### config.mk
export PLATFORM = sky130hd
export DESIGN_NAME = rxpcs_top
export DESIGN_NICKNAME = d
export VERILOG_FILES = /design/src/rtl/rxpcs_pkg.sv /design/src/rtl/mlt3_rx_dec.sv /design/src/rtl/rx_descrambler.sv /design/src/rtl/rx_group_dec.sv /design/src/rtl/rxpcs_top.sv
export SDC_FILE = /design/constraint.sdc
export NUM_CORES = 1
export LEC_CHECK = 0
export BUFFER_PORTS_ARGS = -buffer_cell sky130_fd_sc_hd__clkbuf_2
export CAP_MARGIN = 20
export CORE_ASPECT_RATIO = 1.2
export CORE_MARGIN = 8
export CORE_UTILIZATION = 58
export DETAILED_ROUTE_END_ITERATION = 7
export GPL_TIMING_DRIVEN = 0
export PLACE_DENSITY = 0.82
export RECOVER_POWER = 50
export SLEW_MARGIN = 10
export SYNTH_ARGS = -nofsm -noshare
export SYNTH_HDL_FRONTEND = slang
export SYNTH_HIERARCHICAL = 1
export SYNTH_SLANG_ARGS = --single-unit
### constraint.sdc
create_clock -name clk -period 2 [get_ports clk]
set_input_delay 0.2 -clock clk [delete_from_list [all_inputs] [get_ports clk]]
set_output_delay 0.2 -clock clk [all_outputs]
set_load 0.03 [all_outputs]
### src/rtl/rxpcs_pkg.sv
package rxpcs_pkg;
  localparam int GRP_W = 5;
  localparam int NIB_W = 4;
  localparam logic [1:0] LVL_ZERO = 2'b00;
  localparam logic [1:0] LVL_POS  = 2'b01;
  localparam logic [1:0] LVL_NEG  = 2'b11;
  localparam logic [GRP_W-1:0] CG_END  = 5'b01101;
  localparam logic [GRP_W-1:0] CG_RST  = 5'b00111;
  localparam logic [2*GRP_W-1:0] DELIM = 10'b1100010001;

  typedef struct packed {
    logic             ok;
    logic [NIB_W-1:0] nib;
  } dec_t;

  // group bit 4 is the first received bit
  function automatic dec_t grp_to_nib(input logic [GRP_W-1:0] g);
    dec_t r;
    r.ok = 1'b1;
    case (g)
      5'b11110: r.nib = 4'h0;
      5'b01001: r.nib = 4'h1;
      5'b10100: r.nib = 4'h2;
      5'b10101: r.nib = 4'h3;
      5'b01010: r.nib = 4'h4;
      5'b01011: r.nib = 4'h5;
      5'b01110: r.nib = 4'h6;
      5'b01111: r.nib = 4'h7;
      5'b10010: r.nib = 4'h8;
      5'b10011: r.nib = 4'h9;
      5'b10110: r.nib = 4'hA;
      5'b10111: r.nib = 4'hB;
      5'b11010: r.nib = 4'hC;
      5'b11011: r.nib = 4'hD;
      5'b11100: r.nib = 4'hE;
      5'b11101: r.nib = 4'hF;
      default: begin r.ok = 1'b0; r.nib = 4'h0; end
    endcase
    return r;
  endfunction

  function automatic logic is_jump(input logic [1:0] prev, input logic [1:0] cur);
    return ((prev == LVL_POS) && (cur == LVL_NEG)) ||
           ((prev == LVL_NEG) && (cur == LVL_POS)) ||
           (cur == 2'b10);
  endfunction
endpackage

### src/rtl/mlt3_rx_dec.sv
module mlt3_rx_dec
  import rxpcs_pkg::*;
(
  input  logic       clk,
  input  logic       rst,
  input  logic [1:0] line_sym,
  output logic       bit_o,
  output logic [1:0] prev_lvl,
  output logic       jump_evt,
  output logic       viol
);
  always_comb begin
    bit_o    = (line_sym != prev_lvl);
    jump_evt = is_jump(prev_lvl, line_sym);
  end

  always_ff @(posedge clk) begin
    if (rst) begin
      prev_lvl <= LVL_ZERO;
      viol     <= 1'b0;
    end else begin
      prev_lvl <= line_sym;
      if (jump_evt) viol <= 1'b1;
    end
  end
endmodule

### src/rtl/rx_descrambler.sv
module rx_descrambler #(
  parameter int LFSR_W    = 11,
  parameter int TAP_IDX   = 8,
  parameter int LOCK_ONES = 30
) (
  input  logic clk,
  input  logic rst,
  input  logic bit_i,
  input  logic bypass,
  output logic plain_o,
  output logic locked_o
);
  localparam int CNT_W = $clog2(LOCK_ONES + 1);

  logic [LFSR_W-1:0] lfsr;
  logic [CNT_W-1:0]  ones_cnt;
  logic              key;
  logic              dscr;

  always_comb begin
    key     = lfsr[LFSR_W-1] ^ lfsr[TAP_IDX];
    dscr    = bit_i ^ key;
    plain_o = bypass ? bit_i : dscr;
  end

  always_ff @(posedge clk) begin
    if (rst) begin
      lfsr     <= '0;
      ones_cnt <= '0;
      locked_o <= 1'b0;
    end else begin
      // before lock assume the plain stream is all ones (idle)
      lfsr <= {lfsr[LFSR_W-2:0], locked_o ? key : ~bit_i};
      if (!locked_o) begin
        if (dscr) begin
          if (ones_cnt == CNT_W'(LOCK_ONES - 1)) locked_o <= 1'b1;
          ones_cnt <= ones_cnt + 1'b1;
        end else begin
          ones_cnt <= '0;
        end
      end
    end
  end
endmodule

### src/rtl/rx_group_dec.sv
module rx_group_dec
  import rxpcs_pkg::*;
(
  input  logic             clk,
  input  logic             rst,
  input  logic             bit_i,
  input  logic             hunt_en,
  input  logic             sym_mode,
  output logic [GRP_W-1:0] rxd,
  output logic             rx_dv,
  output logic             rx_er,
  output logic             grp_done,
  output logic             delim_hit,
  output logic             in_frame
);
  localparam int SR_W  = 2 * GRP_W;
  localparam int CNT_W = $clog2(GRP_W);

  logic [SR_W-1:0]  sr;
  logic [SR_W-1:0]  sr_next;
  logic [CNT_W-1:0] cnt;
  logic [GRP_W-1:0] cg;
  dec_t             dec;
  logic             is_end;

  always_comb begin
    sr_next   = {sr[SR_W-2:0], bit_i};
    cg        = sr_next[GRP_W-1:0];
    dec       = grp_to_nib(cg);
    is_end    = (cg == CG_END) || (cg == CG_RST);
    delim_hit = hunt_en && !in_frame && (sr_next == DELIM);
    grp_done  = in_frame && (cnt == CNT_W'(GRP_W - 1));
  end

  always_ff @(posedge clk) begin
    if (rst) begin
      sr       <= '0;
      cnt      <= '0;
      in_frame <= 1'b0;
      rxd      <= '0;
      rx_dv    <= 1'b0;
      rx_er    <= 1'b0;
    end else begin
      sr <= sr_next;
      if (delim_hit) begin
        in_frame <= 1'b1;
        cnt      <= '0;
      end else if (grp_done) begin
        cnt <= '0;
        if (is_end) begin
          in_frame <= 1'b0;
          rx_dv    <= 1'b0;
          rx_er    <= 1'b0;
          rxd      <= '0;
        end else begin
          rx_dv <= 1'b1;
          if (sym_mode) begin
            rxd   <= cg;
            rx_er <= 1'b0;
          end else begin
            rxd   <= {1'b0, dec.nib};
            rx_er <= !dec.ok;
          end
        end
      end else if (in_frame) begin
        cnt <= cnt + 1'b1;
      end
    end
  end
endmodule

### src/rtl/rxpcs_top.sv
module rxpcs_top
  import rxpcs_pkg::*;
#(
  parameter int LFSR_W    = 11,
  parameter int TAP_IDX   = 8,
  parameter int LOCK_ONES = 30
) (
  input  logic             clk,
  input  logic             rst,
  input  logic [1:0]       line_sym,
  input  logic             sym_mode,
  input  logic             scr_bypass,
  output logic [GRP_W-1:0] rxd,
  output logic             rx_dv,
  output logic             rx_er,
  output logic             code_viol
);
  logic       line_bit;
  logic [1:0] prev_lvl;
  logic       jump_evt;
  logic       plain_bit;
  logic       locked;
  logic       hunt_en;
  logic       grp_done;
  logic       delim_hit;
  logic       in_frame;

  mlt3_rx_dec u_mlt (
    .clk(clk), .rst(rst), .line_sym(line_sym),
    .bit_o(line_bit), .prev_lvl(prev_lvl), .jump_evt(jump_evt), .viol(code_viol)
  );

  rx_descrambler #(.LFSR_W(LFSR_W), .TAP_IDX(TAP_IDX), .LOCK_ONES(LOCK_ONES)) u_dscr (
    .clk(clk), .rst(rst), .bit_i(line_bit), .bypass(scr_bypass),
    .plain_o(plain_bit), .locked_o(locked)
  );

  assign hunt_en = locked || scr_bypass;

  rx_group_dec u_grp (
    .clk(clk), .rst(rst), .bit_i(plain_bit), .hunt_en(hunt_en), .sym_mode(sym_mode),
    .rxd(rxd), .rx_dv(rx_dv), .rx_er(rx_er),
    .grp_done(grp_done), .delim_hit(delim_hit), .in_frame(in_frame)
  );
endmodule

# After elaboration in Yosys (flattened, before gate mapping)

Cells that the tools add are included.
W data, S select, Z words.

Reductions and logical operators: 17
Add/subtract/negate cells: 2
Eq/ne operators: 27
Muxes and demuxes: 16
Bitwise gates (word level): 4

Operator list:

| cell                   | count |
|---|---|
| $eq A5 B5 Y1 const B   | 12 |
| $pmux W4 S15           | 1 |
| $eq A5 B4 Y1 const B   | 6 |
| $reduce_or A16 Y1      | 1 |
| $mux W5                | 3 |
| $mux W1                | 12 |
| $eq A10 B10 Y1 const B | 1 |
| $eq A2 B2 Y1 const B   | 3 |
| $add A5 B1 Y5 const B  | 1 |
| $eq A5 B3 Y1 const B   | 1 |
| $logic_and A1 B1 Y1    | 5 |
| $eq A2 B1 Y1 const B   | 2 |
| $logic_or A1 B1 Y1     | 4 |
| $reduce_and A2 Y1      | 2 |
| $reduce_bool A2 Y1     | 2 |
| $add A3 B1 Y3 const B  | 1 |
| $eq A3 B3 Y1 const B   | 1 |
| $reduce_or A3 Y1       | 1 |
| $logic_not A1 Y1       | 2 |
| $ne A2 B2 Y1           | 1 |
| $not A1 Y1             | 2 |
| $xor A1 B1 Y1          | 2 |

Bits in registers: 40
Input port bits: 6
Output and inout port bits: 8
Word-level logic and storage cells: 77

# Depth between registers and ports, before layout

Gate-level depths: netlist of the first run.

Depth in word-level cells: 9
Depth in mapped cells: 7

# By module

The synthesis of the first run kept the hierarchy.

Modules (own cells, without submodules):

| module         | area an instance (µm²) | instances | cells each | sequential area each (µm²) |
|---|---|---|---|---|
| rx_group_dec   | 949.7                  | 1         | 103        | 400.4 |
| rx_descrambler | 618.1                  | 1         | 55         | 340.3 |
| mlt3_rx_dec    | 145.1                  | 1         | 17         | 60.1 |
| rxpcs_top      | 6.3                    | 1         | 1          | 0.0 |

# Worst setup path before layout of the first run

No wires, ideal clock.

Path type: register -> register
From: register u_mlt.prev_lvl[0]
To: register u_grp.rx_er
Required time: 1.931 ns
Setup time: 0.069 ns
Path slack: 0.515 ns
Arrival time: 1.416 ns
Clock period less this slack: 1.485 ns
Cell stages (with the launch flop): 7
Cells stage by stage: dfxtp_1 > xnor2_1 > nand2_1 > xor2_1 > and3_4 > or4_1 > o21ai_1

Word-level cells in the longest chain between the ends: 9
Elaborated cells between the ends (all ways): 31
Those cells by class: eq/ne: 20; mux: 4; bitwise: 2; reduce/logical: 5

RTL lines:

| what                                                | line                 | text |
|---|---|---|
| start: declaration                                  | mlt3_rx_dec.sv:8     | `output logic [1:0] prev_lvl,` |
| start signal: assignment                            | mlt3_rx_dec.sv:22    | `prev_lvl <= line_sym;` |
| $ne A2 B2 Y1 *                                      | mlt3_rx_dec.sv:13    | `bit_o = (line_sym != prev_lvl);` |
| named net line_bit                                  | rxpcs_top.sv:18      | `logic line_bit;` |
| $xor A1 B1 Y1                                       | rx_descrambler.sv:22 | `dscr = bit_i ^ key;` |
| $mux W1 *                                           | rx_descrambler.sv:23 | `plain_o = bypass ? bit_i : dscr;` |
| named net plain_bit                                 | rxpcs_top.sv:21      | `logic plain_bit;` |
| $eq A5 B5 Y1 / $eq A5 B4 Y1 (equally long branches) | rxpcs_pkg.sv:20      | `case (g)` |
| $reduce_or A16 Y1 (no source line)                  | --                   |  |
| $mux W1                                             | rxpcs_pkg.sv:20      |  |
| $logic_not A1 Y1                                    | rx_group_dec.sv:62   | `rx_er <= !dec.ok;` |
| $mux W1                                             | rx_group_dec.sv:57   | `if (sym_mode) begin` |
| $mux W1                                             | rx_group_dec.sv:50   | `if (is_end) begin` |
| end signal: assignment                              | rx_group_dec.sv:62   |  |
| end: declaration                                    | rx_group_dec.sv:11   | `output logic rx_er,` |

The timed path passes the listed nets; every way through them passes the cells marked *.
A chain may end at the register's enable or synchronous reset.

# Final worst setup path of the first run

From: register u_dscr.lfsr[8]
To: register u_grp.rxd[2]

Word-level cells in the longest chain between the ends: 7
Elaborated cells between the ends (all ways): 28
Those cells by class: eq/ne: 18; mux: 4; bitwise: 3; reduce/logical: 3

RTL lines:

| what                                                       | line                                | text |
|---|---|---|
| start: declaration                                         | rx_descrambler.sv:15                | `logic [LFSR_W-1:0] lfsr;` |
| start signal: assignment                                   | rx_descrambler.sv:33                | `lfsr <= {lfsr[LFSR_W-2:0], locked_o ? key : ~bit_i};` |
| $xor A1 B1 Y1 *                                            | rx_descrambler.sv:21                | `key = lfsr[LFSR_W-1] ^ lfsr[TAP_IDX];` |
| $xor A1 B1 Y1 *                                            | rx_descrambler.sv:22                |  |
| $mux W1 *                                                  | rx_descrambler.sv:23                |  |
| named net plain_bit                                        | rxpcs_top.sv:21                     |  |
| $eq A5 B5 Y1 (tied with other cells)                       | rxpcs_pkg.sv:20                     |  |
| $pmux W4 S15 / $logic_and A1 B1 Y1 (equally long branches) | rxpcs_pkg.sv:20, rx_group_dec.sv:31 |  |
| $mux W5 / $not A1 Y1 (equally long branches)               | --                                  |  |
| $mux W5 / $reduce_and A2 Y1 (equally long branches)        | --                                  |  |
| end signal: assignment                                     | rx_group_dec.sv:58                  | `rxd <= cg;` |
| end signal: assignment                                     | rx_group_dec.sv:61                  | `rxd <= {1'b0, dec.nib};` |
| end: declaration                                           | rx_group_dec.sv:9                   | `output logic [GRP_W-1:0] rxd,` |

Marked as above.

==> results.cfg, run 1 <==
[clocking]
cts_setup_buffers = 0
clk_path_buf_depth = 2
cts-htree-levels = 2
cts_made_buffers = 5
cts_tree = yes
clk_latency_ps = 340
cts_resized = 0
cts_hold_buf = 0
cts.sinks = 40
clkSlewWorstSetupHoldPaths_ps = 110
ctsRootBufferMaster = clkbuf_4

[synthesis]
synth_fp_nets = 183
syn_avg_cell_area_sq_um = 9.84
syn_inst = 173
synth_area_sq_mm = 0.00170
ys.warnings.count = 6

[setup_path]
crit_fanout = 5
path_depth = 7
critPathBufInv = 0
crit_path_top_delay_cell = dfxtp_1
startpoint_type = register
endpoint_kind = register
cpPeakStageDelay_ps = 420
reg2regPathDepth = 7
path_class = reg -> reg
cp.required_ps = 2230
critical_path_arrival_ps = 1980
crit_family = XOR/XNOR gates
path_cells = xnor2_1 > nor2_1 > xor2_1 > nor2b_1 > o21ai_0 > a31oi_1 > a211oi_1

[floorplan]
die-area_sq_mm = 0.00493
core_sq_mm = 0.00279
dieWidth_microns = 65.4
ios = 14
die_h_microns = 75.3
rows = 21
initial_core_util = 0.611

[global_route]
grt_max_degree = 13
grt_use_total = 0.145
grt_pass1_vias = 1299
antenna_found_initial = 0
gr-total-overflow = 0
grt_pass1_wl_mm = 5.54

[flow_run]
drv_cap = 0

[timing]
grt_setup_unrepaired = no
final.setup.tns_ps = 0
hold_viol = 0
slew_headroom = 0.682
period_share = 0.874
fin_worst_skew_ps = 6.78
worst_pin_slew_ps = 477
fmax_mhz = 572
final_max_slew_viol_count = 0
worst_slack_ps = 252
min_period_ps = 1750
setup_viol = 0

[power_and_ir_drop]
p_leak_nw = 0.726
irDropWorstVdd_mv = 0.669
power_density_mw_per_mm2 = 820
p_total_mw = 1.54

[min_path]
hp-class = in -> reg
hold_depth = 2

[drt]
wl_per_cell_microns = 13.4
drt_iter0_drc = 59
dr_total_vias = 1229
finalWirelength_mm = 3.05
postRouteAntennaNets = 0
viasPerCell = 5.41
first_pass_iters = 4
drc = 0

[cells_and_area]
final_cell_area_sq_mm = 0.00188
fillers = 227
stdcell_count = 227
diodes = 0
nets = 202
layout_commonest_cell = dfxtp_1
drive_gt1_frac = 0.140
area_growth_pct = 10.6
layout_common_cells = dfxtp_1, nor2b_1, nor2_1

[outcome]
status = finished, final reports clean

[placed_design]
place.gp.congestion = 0.852
io_buffers = 12
dp.cells = 219
pre_cts_slack_ps = 295
post_dp_cell_area_sq_mm = 0.00180
dp_hpwl_mm = 2.20
==> metal layers <==
metal / wire length (microns) / vias up / GRT usage / part of all wire
li1: - / 626 / - / -
met1: 1350 / 577 / 0.148 / 0.44
met2: 1470 / 21 / 0.249 / 0.48
met3: 171 / 5 / 0.0603 / 0.056
met4: 54 / 0 / 0.0752 / 0.018
met5: 0 / - / 0 / 0
==> sequential cells by signal, indices dropped and copies added (netlist names) <==
| register | count |
|---|---|
| u_grp/in_frame | 1 |
| u_grp/rx_er | 1 |
| u_grp/rx_dv | 1 |
| u_mlt/viol | 1 |
| u_dscr/locked_o | 1 |
| u_mlt/prev_lvl | 2 |
| u_grp/rxd | 5 |
| u_grp/sr | 9 |
| u_dscr/ones_cnt | 5 |
| u_dscr/lfsr | 11 |
| u_grp/cnt | 3 |
==> final cells by class <==
cell class / count / area, sq um / share of cell area
Buffer: 10 / 47.5 / 0.0253
Clock buffer: 7 / 65.1 / 0.0346
Clock inverter: 1 / 30.0 / 0.0160
Inverter: 6 / 22.5 / 0.0120
Multi-Input combinational cell: 117 / 820 / 0.436
Sequential cell: 40 / 801 / 0.426
Tap cell: 34 / 42.5 / 0.0226
Timing Repair Buffer: 12 / 53.8 / 0.0286
==> path summary, 6_finish.rpt <==
check,from,to,slack [ps]
setup / recovery,u_dscr/lfsr[8]$_SDFF_PP0_,u_grp/rxd[2]$_SDFFE_PP0P_,250
hold / removal,line_sym[0],u_mlt/prev_lvl[0]$_SDFF_PP0_,140
setup reg to reg,u_dscr/lfsr[8]$_SDFF_PP0_,u_grp/rxd[2]$_SDFFE_PP0P_,250
hold reg to reg,u_dscr/lfsr[4]$_SDFF_PP0_,u_dscr/lfsr[5]$_SDFF_PP0_,460
==> report_power, final <==
group	switching [mW]	internal (mW)	total [mW]	leakage [nW]
clock	0.255	0.332	0.587	0.0515
combinational	0.0727	0.0545	0.127	0.350
sequential	0.0142	0.814	0.829	0.325
==> through the flow <==
stage | utilization | hold slack (ps)
6_report | 0.676 | 138
5_1_grt | 0.676 | 131
4_1_cts | 0.682 | 120
3_5_place_dp | 0.648 | 428
3_3_place_gp | 0.648 | 423
2_1_floorplan | - | 267
Note: power is estimated with default switching activity, not from simulation.
==> run 2: changes to the inputs <==
--- a/config.mk
+++ b/config.mk
@@ -7,12 +7,15 @@
 export LEC_CHECK = 0
 export BUFFER_PORTS_ARGS = -buffer_cell sky130_fd_sc_hd__clkbuf_2
 export CAP_MARGIN = 20
+export CELL_PAD_IN_SITES_DETAIL_PLACEMENT = 1
+export CELL_PAD_IN_SITES_GLOBAL_PLACEMENT = 1
 export CORE_ASPECT_RATIO = 1.2
 export CORE_MARGIN = 8
-export CORE_UTILIZATION = 58
+export CORE_UTILIZATION = 45
 export DETAILED_ROUTE_END_ITERATION = 7
 export GPL_TIMING_DRIVEN = 0
-export PLACE_DENSITY = 0.82
+export MAX_ROUTING_LAYER = met4
+export PLACE_DENSITY = 0.81
 export RECOVER_POWER = 50
 export SLEW_MARGIN = 10
 export SYNTH_ARGS = -nofsm -noshare
==> run 2 against run 1 <==
- clock power up 8.9%
- fmax down 0.27%
- cell count up 7.9%
- register-to-register slack about the same
- non-clock buffer count unchanged
- largest cell class unchanged
- clock-buffer cell count down 1
- highest routed layer unchanged
- global-route usage down 1.8 points
- sequential share of layout area down 0.99 points
- combinational power up 3%
==> results.cfg, run 2 (synthesized netlist as in run 1, its figures left out) <==
[clocking]
cts_resized = 0
cts-htree-levels = 2
clk_latency_ps = 300
cts_setup_buffers = 0
cts_made_buffers = 5
clkSlewWorstSetupHoldPaths_ps = 80
ctsRootBufferMaster = clkbuf_8
clk_path_buf_depth = 2
cts.sinks = 40
cts_tree = yes
cts_hold_buf = 0

[timing]
fin_worst_skew_ps = 11.8
worst_pin_slew_ps = 438
min_period_ps = 1750
hold_viol = 0
fmax_mhz = 571
period_share = 0.876
final.setup.tns_ps = 0
setup_viol = 0
final_max_slew_viol_count = 0
grt_setup_unrepaired = no
holdWs_ps = 186
slew_headroom = 0.708

[flow_run]
drv_cap = 0

[setup_path]
cp.required_ps = 2170
worstSetupEndpoint = u_grp/rxd[2]$_SDFFE_PP0P_
crit_start = u_mlt/prev_lvl[0]$_SDFF_PP0_
crit_fanout = 5
r2r_slack_ps = 250
critical_path_arrival_ps = 1920
reg2reg_from = u_mlt/prev_lvl[0]$_SDFF_PP0_
startpoint_type = register
path_class = reg -> reg
endpoint_kind = register
reg2regPathDepth = 7
rr_endpoint = u_grp/rxd[2]$_SDFFE_PP0P_

[global_route]
grt_use_total = 0.127
grt_pass1_wl_mm = 5.93
grt_busiest_layer = met2
grt_pass1_vias = 1373
gr-total-overflow = 0
met3_usage = 0.0373
grt_max_degree = 13
met1_usage = 0.117
antenna_found_initial = 0
grt_util_met2 = 0.230

[floorplan]
initial_core_util = 0.468
core_sq_mm = 0.00363
ios = 14
die-area_sq_mm = 0.00601
dieWidth_microns = 72.1
die_h_microns = 83.4
rows = 24

[min_path]
hp-class = in -> reg
hold_depth = 3

[cells_and_area]
drive_gt1_frac = 0.145
area_growth_pct = 13.2
regMostFlops = u_dscr/lfsr
stdcell_count = 245
top_regs = u_dscr/lfsr: 11 flops, u_grp/sr: 9 flops
final_core_util = 0.530
final_cell_area_sq_mm = 0.00193
largest_reg_flops = 11
diodes = 0
nets = 202
layout_commonest_cell = dfxtp_1
layout_common_cells = dfxtp_1, nor2b_1, nor2_1

[placed_design]
dp.cells = 237
io_buffers = 12
post_dp_cell_area_sq_mm = 0.00183
dp_hpwl_mm = 2.50
place.gp.congestion = 0.737

[drt]
dr_total_vias = 1260
wl_per_cell_microns = 13.7
first_pass_iters = 4
finalWirelength_mm = 3.35
drc = 0
postRouteAntennaNets = 0
viasPerCell = 5.14
drt_iter0_drc = 49

[power_and_ir_drop]
pwr-share-seq = 0.519
clkPwrFrac = 0.400
irDropWorstVdd_mv = 0.459
swShare = 0.224
switchingPower_mw = 0.358
power_density_mw_per_mm2 = 830
power_frac_comb = 0.082
internal-power_mw = 1.24
p_leak_nw = 0.738

[outcome]
status = finished, final reports clean
[run 2: cell types whose count changed in the layout (fill, tap and decap cells not counted), sizes merged]
cell	change
clkinv	+1
clkbuf	-2
buf	+1
[run 2: through the flow]
step	setup slack, ps	power [mW]
floorplan	534	0.944
global placement	320	0.971
detailed placement	235	0.979
CTS	231	1.62
global route	41.3	1.67
finish	247	1.60
[run 2: per-layer routing]
layer	part of all wire	wire length (microns)
met5	0	0
met4	0.014	48
met3	0.038	127
met2	0.53	1790
met1	0.41	1380
[run 2: final cells by class]
| type | instances | area [sq um] |
|---|---|---|
| inverters | 6 | 22.5 |
| well taps | 52 | 65.1 |
| repair buffers | 12 | 52.6 |
| plain buffers | 10 | 58.8 |
| fillers | 428 | 1710 |
| clock buffers | 6 | 72.6 |
| clock inverters | 2 | 35.0 |
| flip-flops and latches | 40 | 801 |
| multi-input cells | 117 | 820 |
[run 2: power groups by stage]
stage | sequential, mW | clock (mW) | combinational, mW
after floorplan | 0.847 | 0 | 0.0969
after CTS | 0.829 | 0.661 | 0.133
after detailed placement | 0.848 | 0 | 0.132
after global placement | 0.846 | 0 | 0.125
final | 0.829 | 0.639 | 0.131
after global routing | 0.831 | 0.696 | 0.147
[run 2: how the worst min path moves through the flow]
stage	startpoint	endpoint	slack (ps)
6_report	line_sym[1]	u_mlt/prev_lvl[1]$_SDFF_PP0_	190
5_1_grt	line_sym[1]	u_mlt/prev_lvl[1]$_SDFF_PP0_	190
4_1_cts	line_sym[1]	u_mlt/prev_lvl[1]$_SDFF_PP0_	180
3_5_place_dp	u_dscr/lfsr[9]$_SDFF_PP0_	u_dscr/lfsr[10]$_SDFF_PP0_	430
3_3_place_gp	u_dscr/lfsr[2]$_SDFF_PP0_	u_dscr/lfsr[3]$_SDFF_PP0_	420
2_1_floorplan	rst	u_mlt/prev_lvl[1]$_SDFF_PP0_	270
[run 2: worst max-delay path, stage by stage, from the launching register on]
cell and delay (ps):
dfxtp_1 370, xnor2_1 130, nand2_1 120, xor2_1 400, nor2b_1 240, o21ai_0 110, a31oi_1 180, a211oi_1 90
